`config.mk`:
```
export PLATFORM = sky130hd
export DESIGN_NAME = cs_term
export DESIGN_NICKNAME = d
export VERILOG_FILES = /design/src/rtl/cs_term_pkg.sv /design/src/rtl/cs_term_wait.sv /design/src/rtl/cs_term_strobe.sv /design/src/rtl/cs_term.sv
export SDC_FILE = /design/constraint.sdc
export NUM_CORES = 1
export LEC_CHECK = 0
export BUFFER_PORTS_ARGS = -buffer_cell sky130_fd_sc_hd__buf_4
export CAP_MARGIN = 10
export CORE_MARGIN = 3
export CORE_UTILIZATION = 54
export CTS_CLUSTER_DIAMETER = 100
export DETAILED_ROUTE_END_ITERATION = 6
export PLACE_DENSITY_LB_ADDON = 0.05
export SKIP_CTS_REPAIR_TIMING = 1
export SLEW_MARGIN = 0
export SYNTH_ARGS = -nofsm -noshare
export SYNTH_HDL_FRONTEND = slang
export SYNTH_HIERARCHICAL = 1
export SYNTH_SLANG_ARGS = --single-unit
```
`constraint.sdc`:
```
create_clock -name clk -period 2.61 [get_ports clk]
set_clock_uncertainty 0.15 [all_clocks]
set_input_delay 0.6525 -clock clk [delete_from_list [all_inputs] [get_ports clk]]
set_output_delay 0.6525 -clock clk [all_outputs]
set_load 0.01 [all_outputs]
```
`src/rtl/cs_term_pkg.sv`:
```
package cs_term_pkg;
    typedef enum logic [1:0] {
        ST_IDLE = 2'd0,
        ST_RUN  = 2'd1,
        ST_HOLD = 2'd2
    } cyc_st_e;
endpackage

```
`src/rtl/cs_term_wait.sv`:
```
module cs_term_wait #(
    parameter int FIELD_W = 4,
    parameter int CNT_W   = 5
) (
    input  logic [FIELD_W-1:0] fld,
    input  logic [CNT_W-1:0]   cnt,
    input  logic               ext_any,
    output logic               int_hit,
    output logic               ext_hit
);
    localparam logic [FIELD_W-1:0] EXT_CODE  = {FIELD_W{1'b1}};
    localparam logic [FIELD_W-1:0] FAST_CODE = EXT_CODE - 1'b1;

    logic [CNT_W-1:0] target;

    always_comb begin
        target  = {{(CNT_W-FIELD_W){1'b0}}, fld} + {{(CNT_W-2){1'b0}}, 2'd2};
        int_hit = 1'b0;
        if (fld == FAST_CODE) begin
            int_hit = (cnt == {{(CNT_W-1){1'b0}}, 1'b1});
        end else if (fld != EXT_CODE) begin
            int_hit = (cnt == target);
        end
        ext_hit = ext_any && (cnt >= {{(CNT_W-2){1'b0}}, 2'd2});
    end
endmodule

```
`src/rtl/cs_term_strobe.sv`:
```
module cs_term_strobe (
    input  logic active_nxt,
    input  logic rd,
    input  logic fast,
    input  logic sas,
    output logic ds_nxt,
    output logic cs_nxt
);
    always_comb begin
        ds_nxt = active_nxt && (rd || !fast);
        cs_nxt = active_nxt && (sas || ds_nxt);
    end
endmodule

```
`src/rtl/cs_term.sv`:
```
module cs_term
    import cs_term_pkg::*;
#(
    parameter int FIELD_W = 4,
    parameter int ACK_W   = 2
) (
    input  logic               clk,
    input  logic               rst_n,
    input  logic               addr_strobe,
    input  logic               rd_wr,
    input  logic               sel_hit,
    input  logic [ACK_W-1:0]   ext_ack,
    input  logic [FIELD_W-1:0] opt_wait,
    input  logic               opt_strobe_as,
    output logic [ACK_W-1:0]   int_ack,
    output logic               cs_out,
    output logic               ds_en,
    output logic               cycle_done
);
    localparam int CNT_W = FIELD_W + 1;
    localparam logic [FIELD_W-1:0] EXT_CODE  = {FIELD_W{1'b1}};
    localparam logic [FIELD_W-1:0] FAST_CODE = EXT_CODE - 1'b1;

    typedef struct packed {
        cyc_st_e            st;
        logic [CNT_W-1:0]   cnt;
        logic [FIELD_W-1:0] fld;
        logic               rd;
        logic               sas;
        logic [ACK_W-1:0]   ack;
        logic               done;
        logic               ds;
        logic               cs;
    } term_s;

    term_s state_d, state_q;

    logic               start, active_nxt, int_hit, ext_hit, ds_nxt, cs_nxt;
    logic               cyc_rd, cyc_sas;
    logic [FIELD_W-1:0] cyc_fld;

    assign start      = (state_q.st == ST_IDLE) && addr_strobe && sel_hit;
    assign active_nxt = start || ((state_q.st != ST_IDLE) && addr_strobe);
    assign cyc_rd     = start ? rd_wr         : state_q.rd;
    assign cyc_sas    = start ? opt_strobe_as : state_q.sas;
    assign cyc_fld    = start ? opt_wait      : state_q.fld;

    cs_term_wait #(.FIELD_W(FIELD_W), .CNT_W(CNT_W)) u_wait (
        .fld     (state_q.fld),
        .cnt     (state_q.cnt),
        .ext_any (|ext_ack),
        .int_hit (int_hit),
        .ext_hit (ext_hit)
    );

    cs_term_strobe u_strobe (
        .active_nxt (active_nxt),
        .rd         (cyc_rd),
        .fast       (cyc_fld == FAST_CODE),
        .sas        (cyc_sas),
        .ds_nxt     (ds_nxt),
        .cs_nxt     (cs_nxt)
    );

    always_comb begin
        state_d      = state_q;
        state_d.done = 1'b0;
        unique case (state_q.st)
            ST_IDLE: begin
                if (start) begin
                    state_d.st  = ST_RUN;
                    state_d.cnt = {{(CNT_W-1){1'b0}}, 1'b1};
                    state_d.fld = opt_wait;
                    state_d.rd  = rd_wr;
                    state_d.sas = opt_strobe_as;
                end
            end
            ST_RUN: begin
                if (!addr_strobe) begin
                    state_d.st = ST_IDLE;
                end else if (int_hit || ext_hit) begin
                    state_d.st   = ST_HOLD;
                    state_d.done = 1'b1;
                    if (int_hit) state_d.ack = {ACK_W{1'b1}};
                end else if (state_q.cnt != {CNT_W{1'b1}}) begin
                    state_d.cnt = state_q.cnt + 1'b1;
                end
            end
            ST_HOLD: begin
                if (!addr_strobe) state_d.st = ST_IDLE;
            end
            default: state_d.st = ST_IDLE;
        endcase
        if (state_d.st == ST_IDLE) state_d.ack = '0;
        state_d.ds = ds_nxt;
        state_d.cs = cs_nxt;
    end

    always_ff @(posedge clk or negedge rst_n) begin
        if (!rst_n) begin
            state_q <= '{st: ST_IDLE, default: '0};
        end else begin
            state_q <= state_d;
        end
    end

    assign int_ack    = state_q.ack;
    assign cs_out     = state_q.cs;
    assign ds_en      = state_q.ds;
    assign cycle_done = state_q.done;

    a_r9_done_single: assert property (@(posedge clk) disable iff (!rst_n)
        cycle_done |=> !cycle_done);
    a_r9_ack_release: assert property (@(posedge clk) disable iff (!rst_n)
        (state_q.st == ST_HOLD && !addr_strobe) |=> (int_ack == '0 && !cs_out && !ds_en));
    a_r7_fast_write_no_ds: assert property (@(posedge clk) disable iff (!rst_n)
        (state_q.st != ST_IDLE && state_q.fld == FAST_CODE && !state_q.rd) |-> !ds_en);
    a_r6_fast_len: assert property (@(posedge clk) disable iff (!rst_n)
        (state_q.st == ST_RUN && state_q.fld == FAST_CODE && state_q.cnt == 1 && addr_strobe)
        |=> (cycle_done && int_ack == {ACK_W{1'b1}}));
    a_r5_ext_ends: assert property (@(posedge clk) disable iff (!rst_n)
        (state_q.st == ST_RUN && addr_strobe && (|ext_ack) && state_q.cnt >= 2) |=> cycle_done);
    a_r4_ext_only_no_int: assert property (@(posedge clk) disable iff (!rst_n)
        (state_q.st != ST_IDLE && state_q.fld == EXT_CODE) |-> int_ack == '0);
    a_r11_no_hit: assert property (@(posedge clk) disable iff (!rst_n)
        (state_q.st == ST_IDLE && !sel_hit) |=> (!cs_out && !ds_en && !cycle_done));
endmodule

```
After elaboration in Yosys (flattened, before gate mapping)
Index checks and enable logic that the tools add are counted.
Storage, ports and cells
  register bits after elaboration: 18
  input port bits: 12
  output and inout port bits: 5
  logic and storage cells: 66
Cells by class
  $add $sub $neg: 2
  $lt $le $gt $ge: 1
  eq/ne operators: 12
  muxes and demuxes: 19
  reductions and logical operators: 23
Operators by type and width (count)
  $mux 5: 3
  $mux 13: 1
  $reduce_bool 2->1: 6
  $mux 2: 5
  $pmux 5 s2: 1
  $mux 3: 3
  $eq 4x4->1 const B: 2
  $ne 2x2->1 const B: 4
  $logic_and 1x1->1: 6
  $pmux 2 s3: 1
  $add 4x2->5 const B: 1
  $add 5x1->5 const B: 1
  $eq 5x1->1 const B: 1
  $eq 5x5->1: 1
  $ge 5x2->1 const B: 1
  $ne 5x5->1 const B: 1
  $reduce_and 5->1: 1
  $logic_not 2->1: 2
  $logic_or 1x1->1: 4
  $mux 1: 4
  $mux 4: 1
  $ne 4x4->1 const B: 1
  $reduce_and 4->1: 1
  $eq 2x1->1 const B: 1
  other kinds (4): 4

Depth between registers and ports, before layout
  depth in word-level cells: 11
  mapped depth: 8
  gate-level depth less buffers: 8

Hierarchy
The synthesis kept the hierarchy.
Modules (own cells, without submodules)
  cs_term: instances 1, cells each 72, area each 858.3 sq um
  cs_term_wait: instances 1, cells each 13, area each 115.1 sq um
  cs_term_strobe: instances 1, cells each 3, area each 27.5 sq um

Worst setup path before layout
No wires, ideal clock.
  kind: register to register
  start point: register state_q[15] in the netlist's numbering
  end point: register state_q[14] in the netlist's numbering
  library setup time: 77 ps
  arrival time: 2129 ps
  data required time: 2383 ps
  setup slack: 254 ps
  stages on the path, launching flop included: 6
  path buffers: 0
  clock period less this slack: 2356 ps
  cells stage by stage: dfrtp_1 or4_4 and2_2 or3_4 or4_1 a21oi_1
Between the ends
  elaborated cells between the ends (all ways): 11
  those cells by class: order compare (1); eq/ne (5); mux (2); reduce/logical (3)
RTL lines
  from (decl): RTL line cs_term.sv:36  | term_s state_d, state_q;
  from (signal assigned): RTL line cs_term.sv:103  | state_q <= state_d;
  $ge 5x2->1: RTL line cs_term_wait.sv:24  | ext_hit = ext_any && (cnt >= {{(CNT_W-2){1'b0}}, 2'd2});
  $logic_and 1x1->1: RTL line cs_term_wait.sv:24
  net ext_hit: RTL line cs_term.sv:38  | logic start, active_nxt, int_hit, ext_hit, ds_nxt, cs_nxt;
  $logic_or 1x1->1: RTL line cs_term.sv:81  | end else if (int_hit || ext_hit) begin
  $ne 2x2->1 (no line)
  $reduce_and 5->1 (no line)
The timed path passes the listed nets, and every way through them passes these cells.
A chain may end at the register's enable or synchronous reset.

Final worst setup path
  start point: register state_q[14] in the netlist's numbering
  end point: register state_q[14] in the netlist's numbering
The elaborated chain is that of the path after synthesis.

==> Flow_metrics.wiki <==
{| class="wikitable"
! Metric !! Value
|-
| Element type at the critical path start || flip-flop
|-
| Final setup margin || 0.162 ns
|-
| Number of inserted filler cells in the final layout || 127
|-
| Layout Cell Area excl Fill || 1160 um^2
|-
| Total of max-cap violations || 0
|-
| Status || finished, final reports clean
|-
| Clock Latency Late Sink || 0.29 ns
|-
| Total GRT Usage || 0.178
|-
| Number of placed I/O pins || 17
|-
| Worst supply voltage drop on vdd || 0.520 mV
|-
| Number of routed nets with antenna violations || 0
|-
| Total iterations of the first detailed-routing run || 4
|-
| Finished Layout Cells || 130
|-
| Worst-Margin Slew || 0.365 ns
|-
| Most frequently used flop master after synthesis || sky130_fd_sc_hd__dfrtp_1
|-
| Ratio of total power to cell area || 884 nW/um^2
|-
| Post-synth EDFFs || 0
|-
| Routability congestion estimate || 0.896
|-
| DRC viols || 0
|-
| Final global-route overflow total || 0
|-
| Number of nets in the synthesized netlist || 103
|-
| Via count of the first global-routing pass || 747
|-
| FMAX || 0.408 GHz
|-
| Detail Placement HPWL || 1400 um
|-
| Number of H-tree levels || 1
|-
| Per-instance average area after synthesis || 11.4 um^2
|-
| FF-to-FF Start || state_q[14]$_DFFE_PN0P_
|-
| Cell area after placement || 1130 um^2
|-
| Post-synthesis async set-or-reset flop share || 1.00
|-
| Layout area overhead || 15.7%
|-
| Proportion of layout cells with a drive suffix above 1 || 0.377
|-
| Worst reg-to-reg path cell count || 5
|-
| Part of the Yosys area used for sequential elements || 0.425
|-
| Endpoints failing setup || 0
|-
| Floorplan die width || 49.1 um
|-
| Reg-to-reg critical path endpoint || state_q[14]$_DFFE_PN0P_
|-
| Highest fanout seen on the critical path || 5
|-
| CP Data Arrival Time || 2.52 ns
|-
| Starting density of the core || 0.614
|-
| Number of placed instances, taps included || 126
|-
| Die outline height || 49.1 um
|-
| CTS Buf Count || 3
|-
| Via density per instance || 5.73
|-
| Final hold viol count || 0
|-
| Num Clock Sinks || 17
|-
| # port buffers || 16
|-
| Multi-input combinational cell area || 526 um^2
|-
| Detailed-route wire length || 1820 um
|-
| Flop and latch count out of synthesis || 17
|-
| Pin count of the biggest net entering global routing || 18
|-
| Reg clk slew, reported paths || 0.11 ns
|-
| Buffer cell driving the clock tree root || sky130_fd_sc_hd__clkbuf_4
|-
| Clock tree from TritonCTS || built
|-
| Worst setup path startpoint || state_q[14]$_DFFE_PN0P_
|-
| Area enclosed by the die boundary || 2410 um^2
|-
| Cell area after technology mapping || 1000 um^2
|-
| Critical Path End Type || flip-flop
|-
| Setup repair after global routing missed its margin || no
|-
| Final routed wire length divided by cell count || 14.0 um
|-
| Final Slew Violations || 0
|-
| FP Rows || 14
|-
| Register area || 425 um^2
|-
| Sum of internal, switching and leakage power || 1.02 mW
|-
| Area of the core region || 1630 um^2
|-
| Number of antenna violations at the first check in global routing || 0
|-
| Worst R2R Setup Slack || 0.16 ns
|-
| Setup TNS || 0 ns
|-
| Post-synthesis instance total || 88
|-
| Diode count || 0
|-
| Critical path required time || 2.68 ns
|-
| Static power due to leakage || 0.526 nW
|-
| Warning count from the yosys run || 6
|-
| Routed via count || 745
|-
| Post-route fraction of the period consumed by the critical path || 0.938
|-
| Global-route wire length before repair || 3340 um
|-
| Relative slew margins || 0.755
|-
| Cell variety after synth || 40
|-
| Minimum period implied by the final worst setup slack || 2.45 ns
|-
| Slowest stage delay, CP || 0.55 ns
|-
| Crit path max-delay cell type || sky130_fd_sc_hd__or4_4
|-
| Deepest clock path buffer count || 2
|-
| Worst Setup Path Type || flip-flop to flip-flop
|-
| Worst hold path class || input pin to asynchronous set/reset pin
|-
| Critical-path cell list || or4_4 -> and2_2 -> or3_4 -> or4_1 -> a21oi_1
|-
| Final net count || 122
|-
| Pre-CTS worst setup slack || 0.142 ns
|-
| DR iter-0 viols || 6
|}
## stage by stage
step                 util  hold slack [ns]
finish              0.711           0.0530
global placement    0.694            0.335
CTS                 0.711           0.0525
floorplan               -            0.207
global route        0.711           0.0416
detailed placement  0.694            0.355
## flip-flops by register name, summed over array words and instances, names as in the netlist
signal,flops
cs_out,1
state_q,13
cycle_done,1
ds_en,1
int_ack,1
## logic make-up (layout without fill, tap and decap cells)
| group | count (synthesis) | in the layout | synth area share |
|---|---|---|---|
| mux | 10 | 10 | 0.110 |
| compound gates | 18 | 18 | 0.126 |
| buf+inv | 7 | 25 | 0.0500 |
| fa+ha+maj | 3 | 3 | 0.0375 |
| simple gates | 29 | 29 | 0.216 |
| xor+xnor | 4 | 4 | 0.0350 |
| flops | 17 | 17 | 0.425 |
## area by class of cell
type,count,share of cell area
multi-input cells,64,0.454
flip-flops and latches,17,0.367
repair buffers,19,0.123
well taps,24,0.0259
clock buffers,3,0.0194
inverters,2,0.00648
clock inverters,1,0.00432
## critical path: cells and delay by family, from the launching register on
| family | cells | cell delay, ns |
|---|---|---|
| AOI/OAI and AO/OA | 1 | 0.15 |
| DFF | 1 | 0.44 |
| and+or+nand+nor | 4 | 1.66 |
## layout by cell type (no fill, tap or decap), drive strengths merged, types with 3 or more instances in the layout
cell | synthesis | final
o31ai | 3 | 3
nor2b | 3 | 3
mux2 | 8 | 8
clkbuf | 0 | 3
or4 | 3 | 3
buf | 5 | 19
ha | 3 | 3
dfrtp | 17 | 17
a21oi | 5 | 5
and2 | 4 | 4
xor2 | 3 | 3
## per-layer routing
layer | track usage | vias to the layer above | part of all wire
met5 | 0 | - | 0
met4 | 0.0758 | 0 | 0.0088
met3 | 0.0398 | 2 | 0.051
met2 | 0.294 | 22 | 0.50
met1 | 0.221 | 360 | 0.44
li1 | - | 361 | -
## cell usage after synthesis, types with 3 or more instances
master,n,area share
sky130_fd_sc_hd__a21oi_1,5,0.025
sky130_fd_sc_hd__mux2_2,8,0.090
sky130_fd_sc_hd__and2_1,3,0.019
sky130_fd_sc_hd__nor2b_1,3,0.019
sky130_fd_sc_hd__ha_1,3,0.038
sky130_fd_sc_hd__dfrtp_1,17,0.43
sky130_fd_sc_hd__xor2_1,3,0.026
## worst max-delay path by stage
stage,to,slack [ns],cells after the start
detailed placement,state_q[14]$_DFFE_PN0P_,0.14,6
CTS,state_q[14]$_DFFE_PN0P_,0.16,5
finish,state_q[14]$_DFFE_PN0P_,0.16,5
floorplan,state_q[14]$_DFFE_PN0P_,0.25,5
global placement,state_q[14]$_DFFE_PN0P_,0.17,6
global route,state_q[14]$_DFFE_PN0P_,0.08,5
## power by group
| part | total (mW) | switching, mW | internal, mW | leakage [nW] |
|---|---|---|---|---|
| clock network | 0.144 | 0.0870 | 0.0569 | 0.0177 |
| logic | 0.458 | 0.208 | 0.250 | 0.294 |
| registers | 0.422 | 0.0849 | 0.337 | 0.214 |
| total | 1.02 | 0.380 | 0.644 | 0.526 |
(Power assumes the default switching activity.)
